[src/rtl/advrd_pkg.sv]
package advrd_pkg;

  typedef enum logic [1:0] {
    ST_IDLE = 2'd0,
    ST_ACT  = 2'd1,
    ST_GAP  = 2'd2
  } advrd_st_e;

  // Phase index of the first output-enable cycle: larger of the two
  // counts, never earlier than the cycle after the strobe.
  function automatic logic [7:0] oe_start(input logic [7:0] gap,
                                          input logic [7:0] hold);
    logic [7:0] m;
    m = (hold > gap) ? hold : gap;
    if (m == 8'd0) m = 8'd1;
    return m;
  endfunction

endpackage

[src/rtl/advrd_cs_dec.sv]
module advrd_cs_dec #(
  parameter int N_CS = 6,
  parameter int CSW  = 3
) (
  input  logic            en,
  input  logic [CSW-1:0]  idx,
  output logic [N_CS-1:0] sel
);
  for (genvar gi = 0; gi < N_CS; gi++) begin : g_line
    assign sel[gi] = en && (idx == CSW'(gi));
  end
endmodule

[src/rtl/advrd_phase.sv]
module advrd_phase
  import advrd_pkg::*;
#(
  parameter int GAP_W  = 2,
  parameter int HOLD_W = 4
) (
  input  logic              clk,
  input  logic              rst_n,
  input  logic              start,
  input  logic              addr_hold,
  input  logic [GAP_W-1:0]  gap,
  input  logic [HOLD_W-1:0] hold,
  output logic              ready,
  output logic              act,
  output logic              adv,
  output logic              addr_en,
  output logic              oe,
  output logic              last
);
  localparam int MAXW = (HOLD_W > GAP_W) ? HOLD_W : GAP_W;
  localparam int CNTW = MAXW + 1;

  advrd_st_e        st;
  logic [CNTW-1:0]  cnt;
  logic [CNTW-1:0]  k_r;
  logic             ah_r;

  assign ready   = (st == ST_IDLE);
  assign act     = (st == ST_ACT);
  assign last    = act && (cnt == k_r + CNTW'(1));
  assign adv     = act && (cnt == '0);
  assign addr_en = act && ((cnt == '0) || (ah_r && (cnt == CNTW'(1))));
  assign oe      = act && ((cnt == k_r) || last);

  always_ff @(posedge clk or negedge rst_n) begin
    if (!rst_n) begin
      st   <= ST_IDLE;
      cnt  <= '0;
      k_r  <= '0;
      ah_r <= 1'b0;
    end else begin
      case (st)
        ST_IDLE: if (start) begin
          st   <= ST_ACT;
          cnt  <= '0;
          k_r  <= CNTW'(oe_start(8'(gap), 8'(hold)));
          ah_r <= addr_hold;
        end
        ST_ACT: begin
          if (last) st <= ST_GAP;
          else      cnt <= cnt + CNTW'(1);
        end
        default: st <= ST_IDLE;
      endcase
    end
  end
endmodule

[src/rtl/advrd_seq.sv]
module advrd_seq #(
  parameter int N_CS   = 6,
  parameter int AW     = 9,
  parameter int DW     = 16,
  parameter int GAP_W  = 2,
  parameter int HOLD_W = 4,
  parameter int CSW    = $clog2(N_CS)
) (
  input  logic              clk,
  input  logic              rst_n,
  input  logic              req_valid,
  output logic              req_ready,
  input  logic [AW-1:0]     req_addr,
  input  logic [CSW-1:0]    req_cs,
  input  logic              cfg_addr_hold,
  input  logic [GAP_W-1:0]  cfg_adv_oe,
  input  logic [HOLD_W-1:0] cfg_rd_hold,
  output logic [N_CS-1:0]   bus_cs_n,
  output logic              bus_adv_n,
  output logic              bus_oe_n,
  output logic [AW-1:0]     bus_addr,
  input  logic [DW-1:0]     bus_din,
  output logic              rsp_valid,
  output logic [DW-1:0]     rsp_data
);
  logic            accept_w, act_w, adv_w, addr_en_w, oe_w, last_w, ready_w;
  logic [AW-1:0]   addr_r;
  logic [CSW-1:0]  cs_r;
  logic [N_CS-1:0] sel_w;

  assign accept_w  = req_valid && ready_w;
  assign req_ready = ready_w;

  advrd_phase #(.GAP_W(GAP_W), .HOLD_W(HOLD_W)) u_phase (
    .clk(clk), .rst_n(rst_n), .start(accept_w),
    .addr_hold(cfg_addr_hold), .gap(cfg_adv_oe), .hold(cfg_rd_hold),
    .ready(ready_w), .act(act_w), .adv(adv_w), .addr_en(addr_en_w),
    .oe(oe_w), .last(last_w)
  );

  advrd_cs_dec #(.N_CS(N_CS), .CSW(CSW)) u_dec (
    .en(act_w), .idx(cs_r), .sel(sel_w)
  );

  always_ff @(posedge clk or negedge rst_n) begin
    if (!rst_n) begin
      addr_r    <= '0;
      cs_r      <= '0;
      rsp_valid <= 1'b0;
      rsp_data  <= '0;
    end else begin
      if (accept_w) begin
        addr_r <= req_addr;
        cs_r   <= req_cs;
      end
      rsp_valid <= last_w;
      if (last_w) rsp_data <= bus_din;
    end
  end

  assign bus_cs_n  = ~sel_w;
  assign bus_adv_n = ~adv_w;
  assign bus_oe_n  = ~oe_w;
  assign bus_addr  = addr_en_w ? addr_r : '0;
endmodule

[config.mk]
export PLATFORM = sky130hd
export DESIGN_NAME = advrd_seq
export DESIGN_NICKNAME = d
export VERILOG_FILES = /design/src/rtl/advrd_pkg.sv /design/src/rtl/advrd_cs_dec.sv /design/src/rtl/advrd_phase.sv /design/src/rtl/advrd_seq.sv
export SDC_FILE = /design/constraint.sdc
export NUM_CORES = 1
export LEC_CHECK = 0
export BUFFER_PORTS_ARGS = -buffer_cell sky130_fd_sc_hd__buf_2
export CAP_MARGIN = 20
export CORE_ASPECT_RATIO = 1.4
export CORE_MARGIN = 5
export CORE_UTILIZATION = 25
export DETAILED_ROUTE_END_ITERATION = 7
export MAX_ROUTING_LAYER = met4
export RECOVER_POWER = 50
export SLEW_MARGIN = 10
export SYNTH_ARGS = -nofsm -noshare
export SYNTH_HDL_FRONTEND = slang
export SYNTH_SLANG_ARGS = --single-unit
[constraint.sdc]
create_clock -name clk -period 3.1 [get_ports clk]
set_clock_uncertainty 0.2 [all_clocks]
set_input_delay 0.31 -clock clk [delete_from_list [all_inputs] [get_ports clk]]
set_output_delay 0.31 -clock clk [all_outputs]
set_load 0.02 [all_outputs]
==> run_results.csv <==
group,metric,value,unit
min_path,hp-class,"input pin to flop",
finish,nNetsFinal,313,
floorplanning,die_height,117,um
pwr,p_per_area,1070,nW/um^2
sta,setup_violations,0,
pwr,switching_share,0.408,
route,drcViolationCount,0,
clock_network,cts_setup_buffers,0,
worst_setup_path,critPathRequiredTime,2.59,ns
sta,slew_headroom,0.0807,
finish,final_cell_mix,"buf_2, nand2_1, dfrtp_1",
clock_network,clk_latency,0.28,ns
worst_setup_path,path_cells,"ha_1, o21ba_1, a221o_1, a2111oi_4, buf_4, a21oi_1, buf_2",
route,vias,1621,
worst_setup_path,worstPathArrival,2.37,ns
run,drv_cap,0,
worst_setup_path,critical_path_class,"flop to output port",
worst_setup_path,cp_max_fo,5,
worst_setup_path,critical-path-max-stage-delay,0.41,ns
floorplanning,initial_utilization,0.253,
worst_setup_path,crit_path_top_delay_cell,"dfrtp_1",
synth,synth_fp_nets,237,
synth,syn_inst,193,
pwr,p_int,1.67,mW
synth,syn_avg_cell_area,10.6,um^2
synth,ys.warnings.count,0,
place,postPlaceCellArea,2490,um^2
worst_setup_path,startpoint_type,"flop",
pwr,power_switching,1.15,mW
synth,ys_async_sr_fraction,1.00,
route,dr.pass1.iters,4,
pwr,p_comb_frac,0.479,
finish,drive_gt1_frac,0.310,
pwr,p_clk_frac,0.171,
synth,synth_edf_count,0,
sta,timing.fmax,0.348,GHz
floorplanning,die_w,86.4,um
pwr,leakage,1.29,nW
route,drt_iter0_markers,58,
floorplanning,core-area,8050,um^2
place,place_congestion,0.755,
outcome,outcome,"finished clean",
finish,diodes,0,
floorplanning,rows,39,
sta,tightestPinTransition,1.38,ns
clock_network,clkTransAtPathRegs,0.06,ns
synth,synth_flop_cell,"dfrtp_1",
sta,hold_viol,0,
global_route,grt-ovfl-total,0,
pwr,seqPwrFrac,0.350,
sta,period_share,0.927,
global_route,grt_max_degree,42,
clock_network,root_buffer,"clkbuf_16",
place,hpwl,3560,um
clock_network,ctsResizeCount,0,
clock_network,cts_tree,"yes",
sta,finalMaxSlewViolations,0,
finish,nFillCells,867,
route,viasPerCell,4.38,
sta,rsz0062_at_grt,"false",
route,wl_per_cell,13.0,um
worst_setup_path,path_buf_inv,2,
global_route,gr-usage-all-layers,0.102,
global_route,grt_pass1_wl,7910,um
global_route,grt_pass1_vias,1693,
clock_network,cts-buffers-inserted,5,
clock_network,cts_hold_buf,0,
place,port_buffers,72,
clock_network,cts.sinks,41,
finish,syn2layout_area_growth,28.6,%
synth,seq_area_frac_synth,0.503,
finish,final_area,2630,um^2
clock_network,htreeDepth,2,
synth,ys_seq_elements,41,
worst_setup_path,crit_path_end_kind,"output port",
clock_network,clk_path_buf_depth,2,
pwr,peakVddDrop,0.000328,V
route,ant_nets,0,
route,wirelength,4820,um
floorplanning,io-pin-count,73,
sta,period_minus_slack,2.88,ns
sta,setup_tns,0,ns
floorplanning,die-area,10100,um^2
global_route,antenna_found_initial,0,
worst_setup_path,path_delay_family,"compound AO/OA/AOI/OAI gates",
finish,final_common_cell,"buf_2",
synth,synth.distinct_cells,37,
synth,synthesis.area,2040,um^2
==> synth_stat cells, types with 2 or more instances <==
library cell,instances,area (um^2)
a21oi_1,3,15.0
clkbuf_1,4,15.0
a221o_1,2,20.0
xor2_1,4,35.0
nand2_1,52,195
nand3b_1,2,15.0
or3_1,2,12.5
o21ai_0,3,15.0
and2_1,10,62.6
mux2_4,8,120
nor2b_1,5,31.3
dfrtp_1,41,1030
inv_1,5,18.8
mux2_2,9,101
nor2_1,5,18.8
buf_6,3,33.8
nand4_1,3,18.8
a211oi_1,2,15.0
nand3_1,4,20.0
ha_1,6,75.1
nor3_1,2,10.0
xnor2_1,3,26.3
==> routing by layer <==
| layer | part of all wire | global-route usage | vias to the layer above |
|---|---|---|---|
| li1 | - | - | 802 |
| met1 | 0.43 | 0.122 | 767 |
| met2 | 0.50 | 0.171 | 48 |
| met3 | 0.058 | 0.0252 | 4 |
| met4 | 0.0096 | 0.0270 | 0 |
| met5 | 0 | - | - |
==> layout make-up <==
type	count	area, um^2	share of cell area
Clock inverter	1	5.00	0.00191
Timing Repair Buffer	77	383	0.146
Tap cell	102	128	0.0486
Inverter	5	18.8	0.00715
Clock buffer	5	125	0.0477
Sequential cell	41	1030	0.391
Multi-Input combinational cell	139	940	0.358
==> cell families (layout without fill, tap and decap cells) <==
kind of cell | count (synthesis) | count (layout) | synth area share
XOR/XNOR | 7 | 7 | 0.0300
AND/OR/NAND/NOR | 90 | 90 | 0.205
flip-flops | 41 | 41 | 0.503
multiplexers | 18 | 18 | 0.113
buffers and inverters | 13 | 88 | 0.0429
adder cells (fa/ha/maj) | 6 | 6 | 0.0368
AO/OA/AOI/OAI | 18 | 18 | 0.0687
==> metrics by stage <==
step | total power [mW] | setup slack [ns] | cells | hold slack, ns | utilization
after global routing | 3.05 | 0.0861 | 370 | 0.0287 | 0.326
after floorplan | 2.00 | 0.547 | 193 | -0.186 | -
final | 2.81 | 0.225 | 370 | 0.0156 | 0.326
after detailed placement | 2.39 | 0.437 | 362 | 0.254 | 0.310
after global placement | 2.35 | 0.498 | 362 | 0.251 | 0.310
after CTS | 2.89 | 0.205 | 368 | 0.0135 | 0.326
==> power by group through the flow <==
| stage | registers (mW) | clock network (mW) | logic, mW |
|---|---|---|---|
| after floorplan | 1.07 | 0 | 0.930 |
| after global placement | 0.984 | 0 | 1.36 |
| after detailed placement | 0.996 | 0 | 1.39 |
| after CTS | 0.987 | 0.501 | 1.40 |
| after global routing | 1.03 | 0.525 | 1.49 |
| final | 0.986 | 0.480 | 1.35 |
==> flip-flops by register name, indices dropped and copies added, names as in the netlist <==
register,flops
u_phase.k_r,4
u_phase.ah_r,1
rsp_data,16
cs_r,3
rsp_valid,1
addr_r,9
u_phase.st,2
u_phase.cnt,5
==> final timing paths <==
path,startpoint,endpoint,slack (ns),cells after the start
setup / recovery,u_phase.k_r[0],bus_oe_n,0.22,7
hold / removal,req_addr[2],addr_r[2],0.02,3
setup reg to reg,u_phase.k_r[0],rsp_data[10],0.45,6
hold reg to reg,addr_r[7],addr_r[7],0.27,2
max in group asynchronous,rst_n,rsp_data[10],0.61,3
min in group asynchronous,rst_n,rsp_data[9],0.36,2
==> tightest hold or removal path: stages <==
cell and delay, ns:
buf_2 0.07, nand2_1 0.04, nand2_1 0.04
(Power assumes the default switching activity.)
